$ cat src/rtl/dma_dctl_pkg.sv
package dma_dctl_pkg;
  localparam int CTL_W = 6;
  localparam int STS_W = 5;

  localparam int CB_HALT   = 0;
  localparam int CB_SRST   = 1;
  localparam int CB_ERRSTP = 2;
  localparam int CB_ELYSTP = 3;
  localparam int CB_IRQEN  = 4;
  localparam int CB_DSCSTP = 5;

  localparam int SB_STOPPED = 0;
  localparam int SB_RESET   = 1;
  localparam int SB_IRQ     = 2;
  localparam int SB_ERRHLT  = 3;
  localparam int SB_ELYHLT  = 4;

  typedef struct packed {
    logic desc_stop;
    logic irq_en;
    logic early_stop;
    logic err_stop;
    logic srst;
    logic halt;
  } ctl_t;

  typedef enum logic [1:0] {
    RS_IDLE  = 2'd0,
    RS_DRAIN = 2'd1,
    RS_HOLD  = 2'd2
  } rs_state_t;
endpackage

$ cat src/rtl/dctl_rstseq.sv
module dctl_rstseq
  import dma_dctl_pkg::*;
#(
  parameter int HOLD_CYC = 4
) (
  input  logic clk,
  input  logic rst_n,
  input  logic start,
  input  logic engines_idle,
  output logic busy,
  output logic done
);
  localparam int CNT_W = (HOLD_CYC > 1) ? $clog2(HOLD_CYC) : 1;
  localparam logic [CNT_W-1:0] CNT_LAST = CNT_W'(HOLD_CYC - 1);

  rs_state_t        st_q, st_d;
  logic [CNT_W-1:0] cnt_q, cnt_d;
  logic             cnt_en;

  always_comb begin
    st_d   = st_q;
    cnt_d  = cnt_q;
    cnt_en = 1'b0;
    done   = 1'b0;
    unique case (st_q)
      RS_IDLE: begin
        if (start) st_d = RS_DRAIN;
      end
      RS_DRAIN: begin
        if (engines_idle) begin
          st_d   = RS_HOLD;
          cnt_d  = '0;
          cnt_en = 1'b1;
        end
      end
      RS_HOLD: begin
        if (cnt_q == CNT_LAST) begin
          st_d = RS_IDLE;
          done = 1'b1;
        end else begin
          cnt_d  = cnt_q + 1'b1;
          cnt_en = 1'b1;
        end
      end
      default: st_d = RS_IDLE;
    endcase
  end

  always_ff @(posedge clk or negedge rst_n) begin
    if (!rst_n) begin
      st_q <= RS_IDLE;
    end else begin
      st_q <= st_d;
    end
  end

  always_ff @(posedge clk or negedge rst_n) begin
    if (!rst_n) begin
      cnt_q <= '0;
    end else if (cnt_en) begin
      cnt_q <= cnt_d;
    end
  end

  assign busy = (st_q != RS_IDLE);
endmodule

$ cat src/rtl/dctl_regs.sv
module dctl_regs
  import dma_dctl_pkg::*;
#(
  parameter int DATA_W = 32
) (
  input  logic              clk,
  input  logic              rst_n,
  input  logic              wr_en,
  input  logic              addr,
  input  logic [DATA_W-1:0] wdata,
  input  logic              rs_busy,
  input  logic              rs_done,
  input  logic              stopped,
  input  logic              err_evt,
  input  logic              early_evt,
  input  logic              done_evt,
  output logic              rs_start,
  output ctl_t              ctl,
  output logic              err_halt,
  output logic              early_halt,
  output logic              irq_flag,
  output logic [DATA_W-1:0] rdata
);
  localparam int PAD_CTL = DATA_W - CTL_W;
  localparam int PAD_STS = DATA_W - STS_W;

  ctl_t ctl_q, ctl_d;
  logic err_q, err_d;
  logic ely_q, ely_d;
  logic irq_q, irq_d;
  logic ctl_wr, sts_wr;
  logic ctl_en, lat_en;
  logic [STS_W-1:0] sts_vec;
  logic unused_wdata;

  assign unused_wdata = ^wdata[DATA_W-1:CTL_W];

  always_comb begin
    ctl_wr   = wr_en && (addr == 1'b0) && !rs_busy;
    sts_wr   = wr_en && (addr == 1'b1);
    rs_start = ctl_wr && wdata[CB_SRST];

    ctl_en = ctl_wr || rs_done;
    ctl_d  = ctl_q;
    if (rs_done) begin
      ctl_d = '0;
    end else if (ctl_wr) begin
      ctl_d = ctl_t'(wdata[CTL_W-1:0]);
    end

    err_d = err_q;
    if (rs_start) begin
      err_d = 1'b0;
    end else if (ctl_q.err_stop && err_evt) begin
      err_d = 1'b1;
    end else if (sts_wr && wdata[SB_ERRHLT]) begin
      err_d = 1'b0;
    end

    ely_d = ely_q;
    if (rs_start) begin
      ely_d = 1'b0;
    end else if (ctl_q.early_stop && early_evt) begin
      ely_d = 1'b1;
    end else if (sts_wr && wdata[SB_ELYHLT]) begin
      ely_d = 1'b0;
    end

    irq_d = irq_q;
    if (rs_start) begin
      irq_d = 1'b0;
    end else if (ctl_q.irq_en && done_evt) begin
      irq_d = 1'b1;
    end else if (sts_wr && wdata[SB_IRQ]) begin
      irq_d = 1'b0;
    end

    lat_en = rs_start || sts_wr || err_evt || early_evt || done_evt;
  end

  always_ff @(posedge clk or negedge rst_n) begin
    if (!rst_n) begin
      ctl_q <= '0;
    end else if (ctl_en) begin
      ctl_q <= ctl_d;
    end
  end

  always_ff @(posedge clk or negedge rst_n) begin
    if (!rst_n) begin
      err_q <= 1'b0;
      ely_q <= 1'b0;
      irq_q <= 1'b0;
    end else if (lat_en) begin
      err_q <= err_d;
      ely_q <= ely_d;
      irq_q <= irq_d;
    end
  end

  always_comb begin
    sts_vec             = '0;
    sts_vec[SB_STOPPED] = stopped;
    sts_vec[SB_RESET]   = rs_busy;
    sts_vec[SB_IRQ]     = irq_q;
    sts_vec[SB_ERRHLT]  = err_q;
    sts_vec[SB_ELYHLT]  = ely_q;
    if (addr == 1'b0) begin
      rdata = {{PAD_CTL{1'b0}}, ctl_q};
    end else begin
      rdata = {{PAD_STS{1'b0}}, sts_vec};
    end
  end

  assign ctl        = ctl_q;
  assign err_halt   = err_q;
  assign early_halt = ely_q;
  assign irq_flag   = irq_q;
endmodule

$ cat src/rtl/dctl_gate.sv
module dctl_gate
  import dma_dctl_pkg::*;
(
  input  logic clk,
  input  logic rst_n,
  input  ctl_t ctl,
  input  logic err_halt,
  input  logic early_halt,
  input  logic resp_full,
  input  logic rs_busy,
  input  logic rd_idle,
  input  logic wr_idle,
  output logic cmd_go,
  output logic desc_go,
  output logic stopped
);
  logic stop_req;
  logic cmd_block;
  logic stp_q, stp_d;

  always_comb begin
    stop_req  = ctl.halt || ctl.desc_stop || err_halt || early_halt;
    cmd_block = ctl.halt || err_halt || early_halt || resp_full || rs_busy;
    cmd_go    = !cmd_block;
    desc_go   = !cmd_block && !ctl.desc_stop;
    stp_d     = stop_req && rd_idle && wr_idle;
  end

  always_ff @(posedge clk or negedge rst_n) begin
    if (!rst_n) begin
      stp_q <= 1'b0;
    end else begin
      stp_q <= stp_d;
    end
  end

  assign stopped = stp_q;
endmodule

$ cat src/rtl/dma_dispatch_ctl.sv
module dma_dispatch_ctl
  import dma_dctl_pkg::*;
#(
  parameter int DATA_W   = 32,
  parameter int HOLD_CYC = 4
) (
  input  logic              clk,
  input  logic              rst_n,
  input  logic              reg_wr,
  input  logic              reg_addr,
  input  logic [DATA_W-1:0] reg_wdata,
  output logic [DATA_W-1:0] reg_rdata,
  input  logic              rd_idle,
  input  logic              wr_idle,
  input  logic              err_evt,
  input  logic              early_evt,
  input  logic              done_evt,
  input  logic              resp_full,
  output logic              cmd_go,
  output logic              desc_go,
  output logic              eng_rst,
  output logic              irq
);
  ctl_t             ctl;
  logic [CTL_W-1:0] ctl_word;
  logic             rs_start, rs_busy, rs_done;
  logic             err_halt, early_halt, irq_flag, stopped;

  dctl_regs #(.DATA_W(DATA_W)) u_regs (
    .clk       (clk),
    .rst_n     (rst_n),
    .wr_en     (reg_wr),
    .addr      (reg_addr),
    .wdata     (reg_wdata),
    .rs_busy   (rs_busy),
    .rs_done   (rs_done),
    .stopped   (stopped),
    .err_evt   (err_evt),
    .early_evt (early_evt),
    .done_evt  (done_evt),
    .rs_start  (rs_start),
    .ctl       (ctl),
    .err_halt  (err_halt),
    .early_halt(early_halt),
    .irq_flag  (irq_flag),
    .rdata     (reg_rdata)
  );

  dctl_rstseq #(.HOLD_CYC(HOLD_CYC)) u_rst (
    .clk         (clk),
    .rst_n       (rst_n),
    .start       (rs_start),
    .engines_idle(rd_idle && wr_idle),
    .busy        (rs_busy),
    .done        (rs_done)
  );

  dctl_gate u_gate (
    .clk       (clk),
    .rst_n     (rst_n),
    .ctl       (ctl),
    .err_halt  (err_halt),
    .early_halt(early_halt),
    .resp_full (resp_full),
    .rs_busy   (rs_busy),
    .rd_idle   (rd_idle),
    .wr_idle   (wr_idle),
    .cmd_go    (cmd_go),
    .desc_go   (desc_go),
    .stopped   (stopped)
  );

  assign ctl_word = ctl;
  assign eng_rst  = rs_busy;
  assign irq      = irq_flag;
endmodule

$ cat config.mk
export PLATFORM = sky130hd
export DESIGN_NAME = dma_dispatch_ctl
export DESIGN_NICKNAME = d
export VERILOG_FILES = /design/src/rtl/dma_dctl_pkg.sv /design/src/rtl/dctl_rstseq.sv /design/src/rtl/dctl_regs.sv /design/src/rtl/dctl_gate.sv /design/src/rtl/dma_dispatch_ctl.sv
export SDC_FILE = /design/constraint.sdc
export NUM_CORES = 1
export LEC_CHECK = 0
export BUFFER_PORTS_ARGS = -buffer_cell sky130_fd_sc_hd__buf_2
export CAP_MARGIN = 20
export CORE_MARGIN = 1
export CORE_UTILIZATION = 44
export DETAILED_ROUTE_END_ITERATION = 8
export PLACE_DENSITY = 0.85
export REMOVE_ABC_BUFFERS = 1
export SYNTH_ARGS = -nofsm -noshare
export SYNTH_HDL_FRONTEND = slang
export SYNTH_HIERARCHICAL = 1
export SYNTH_SLANG_ARGS = --single-unit
$ cat constraint.sdc
create_clock -name clk -period 2.9 [get_ports clk]
set_input_delay 0.29 -clock clk [delete_from_list [all_inputs] [get_ports clk]]
set_output_delay 0.29 -clock clk [all_outputs]
set_load 0.01 [all_outputs]
==> qor.json <==
{
  "gr-usage-all-layers_pct": 16.5,
  "num_antenna_cells": 0,
  "timing.critical_path.fanout_max": 6,
  "met3WireLength_um": 105,
  "drt-initial-drc-count": 9,
  "grt_first_pass_wirelength_um": 3200,
  "met2_length_um": 1060,
  "synth_cell_types": 28,
  "layout.area.seq_um2": 350,
  "fill_cells": 191,
  "peak_clock_frequency_supported_by_timing_mhz": 460,
  "ir_drop_mv": 0.345,
  "cts_setup_buffers": 0,
  "area.growth.synth_to_final_pct": 8.06,
  "synth-seq-area-share_pct": 31.4,
  "vias": 778,
  "ys_ff_latch": 14,
  "timing_max_transition_violations_final": 0,
  "clk_pin_slew_ps": 80,
  "multi_input_comb_area_um2": 628,
  "worstSetupPathType": "reg2out",
  "route.detailed.drc": 0,
  "antenna_violations_before_repair": 0,
  "crit_path_start_kind": "flop",
  "die-height_um": 52.4,
  "detailedPlace.worstSlack_ps": 943,
  "postLayoutCellArea_um2": 1210,
  "postSynth.topFlopCell": "sky130_fd_sc_hd__dfrtp_1",
  "finalPower_mw": 0.887,
  "hold_viol_final": 0,
  "latest_clock_arrival_within_the_worst_skew_pair_ps": 270,
  "yosysTopAreaCell": "sky130_fd_sc_hd__dfrtp_1",
  "setup_tns_ps": 0,
  "detail-route-antenna-nets": 0,
  "dp_hpwl_um": 1600,
  "top_cell_type_s_share_of_synthesized_area_pct": 31.4,
  "numClockSinks": 14,
  "status": "finished clean",
  "cts_tree": "built",
  "placement_stage_cell_area_um2": 1160,
  "synth_warnings": 6,
  "max_cap_violations": 0,
  "vias_per_cell": 4.63,
  "clock-skew-final_ps": 7.71,
  "cell_types_with_the_largest_area_share_after_synthesis": "sky130_fd_sc_hd__dfrtp_1 31%, sky130_fd_sc_hd__buf_4 17%, sky130_fd_sc_hd__nand2b_1 9.0%",
  "placement_rows": 17,
  "synth_cells": 113,
  "grt_max_degree": 15,
  "finalWorstSetupSlack_ps": 728,
  "firstDrtPassIters": 4,
  "grt.overflow.total": 0,
  "final_period_minus_worst_setup_slack_ps": 2170,
  "nets": 189,
  "routed_wire_length_per_instance_um": 11.5,
  "total_power_per_unit_cell_area_nw_per_um2": 735,
  "globalplace.congestion": 0.761,
  "period_share_pct": 74.9,
  "data_required_time_at_the_worst_endpoint_ps": 2610,
  "p_leak_nw": 0.623,
  "hold_class": "in2reg",
  "die_area_um2": 2740,
  "numCtsBuffers": 3,
  "ctsLongestPathBuffers": 2,
  "port_bufs": 25,
  "syn_area_per_cell_um2": 9.89,
  "via_count_of_the_first_global_routing_pass": 780,
  "arrival_ps": 1880,
  "ratio_of_cells_with_drive_above_1_in_the_final_layout_pct": 30.0,
  "met1Wirelength_um": 730,
  "core_region_area_um2": 2300,
  "finalSetupViolCount": 0,
  "initial_utilization_pct": 48.6,
  "asyncSetResetFlopFracSynth_pct": 100,
  "clk_root_buffer_cell": "sky130_fd_sc_hd__clkbuf_4",
  "hold_slack_ps": 258,
  "end_kind": "primary output",
  "rsz0062_at_grt": "false",
  "highest_layer": "met4",
  "htreeDepth": 1,
  "finalWirelength_um": 1930,
  "die_x_um": 52.4,
  "syn_area_um2": 1120,
  "ios": 78,
  "number_of_synthesized_flops_with_an_enable_pin": 0
}
-- cells in the mapped netlist (all sizes together), types with 2 or more instances --
master and instances:
mux2i 6, a31oi 5, buf 27, a21bo 3, mux2 7, o211ai 2, nand2b 16, nand2 5
or4 2, and2 3, dfrtp 14, ha 6, inv 6
-- placed cells by master, fill, tap and decap left out, drive strengths merged --
cell and count:
nor2b 1, ha 6, nor3b 1, and3 1, clkbuf 4, a21bo 3
dfrtp 14, nand2 5, nor2 1, dlygate4sd3 1, conb 26, or4 2
nand2b 16, and3b 1, mux2i 6, inv 6, buf 25, a31oi 5
and4bb 1, o211ai 2, nor3 1, and2b 1, o2bb2ai 1, mux2 7
and2 3
-- sequential cells by signal (all words and copies together) (netlist names) --
| register | flops |
|---|---|
| u_gate/stopped | 1 |
| u_regs/ctl | 6 |
| u_regs/early_halt | 1 |
| u_regs/err_halt | 1 |
| u_regs/irq_flag | 1 |
| u_rst/cnt_q | 2 |
| u_rst/st_q | 2 |
-- cell type report --
cell class / instances / share of cell area [%]
Tap cell: 28 / 2.90
Multi-Input combinational cell: 90 / 52.0
Timing Repair Buffer: 26 / 11.2
Inverter: 6 / 1.87
Clock buffer: 4 / 3.01
Sequential cell: 14 / 29.0
-- logic make-up (layout without fill, tap and decap cells) --
family	count (synthesis)	count (layout)	share of synthesized area (%)
and+or+nand+nor	34	34	19.9
other	1	26	0.336
buffers and inverters	34	36	20.8
AOI/OAI and AO/OA	11	11	8.06
DFF	14	14	31.4
muxes	13	13	12.8
adders and majority gates	6	6	6.72
-- per-layer routing --
metal	up-vias	global-route usage (%)
met2	35	30.8
met4	0	7.46
met5	-	0
li1	378	-
met3	2	6.38
met1	363	15.5
-- worst paths after layout --
| path | from | endpoint | slack [ps] | cells past startpoint |
|---|---|---|---|---|
| max | u_rst/st_q[0] | cmd_go | 730 | 6 |
| min | err_evt | u_regs/err_halt | 260 | 3 |
| max reg2reg | u_rst/st_q[1] | u_rst/st_q[0] | 930 | 7 |
| min reg2reg | u_rst/cnt_q[1] | u_rst/cnt_q[1] | 540 | 2 |
| max in group asynchronous | rst_n | u_rst/cnt_q[0] | 2230 | 2 |
| min in group asynchronous | rst_n | u_regs/ctl[0] | 430 | 2 |
-- per-stage QoR --
| step | util [%] | instances |
|---|---|---|
| finish | 52.6 | 168 |
| floorplan | - | 110 |
| CTS | 52.6 | 168 |
| global placement | 50.5 | 163 |
| detailed placement | 50.5 | 163 |
| global route | 52.6 | 168 |
-- critical path, stage by stage (launching register included) --
cell	delay, ps
sky130_fd_sc_hd__dfrtp_1	400
sky130_fd_sc_hd__inv_1	130
sky130_fd_sc_hd__ha_1	190
sky130_fd_sc_hd__inv_1	120
sky130_fd_sc_hd__or4_1	530
sky130_fd_sc_hd__nor2_1	90
sky130_fd_sc_hd__buf_2	130
-- where the power goes --
group          internal (mW)  leakage, nW  switching, mW  total [mW]
Clock                 0.0763       0.0210         0.0586       0.135
Sequential             0.277        0.165         0.0702       0.348
Combinational          0.193        0.437          0.212       0.405
Total                  0.547        0.623          0.340       0.887
-- what timing repair did --
item | 4_1_cts | 5_1_grt
hold buffers | 1 | 0
resized for setup | 0 | 0
endpoints found under the hold margin | 14 | 0
Power figures use the tool's default switching activity.
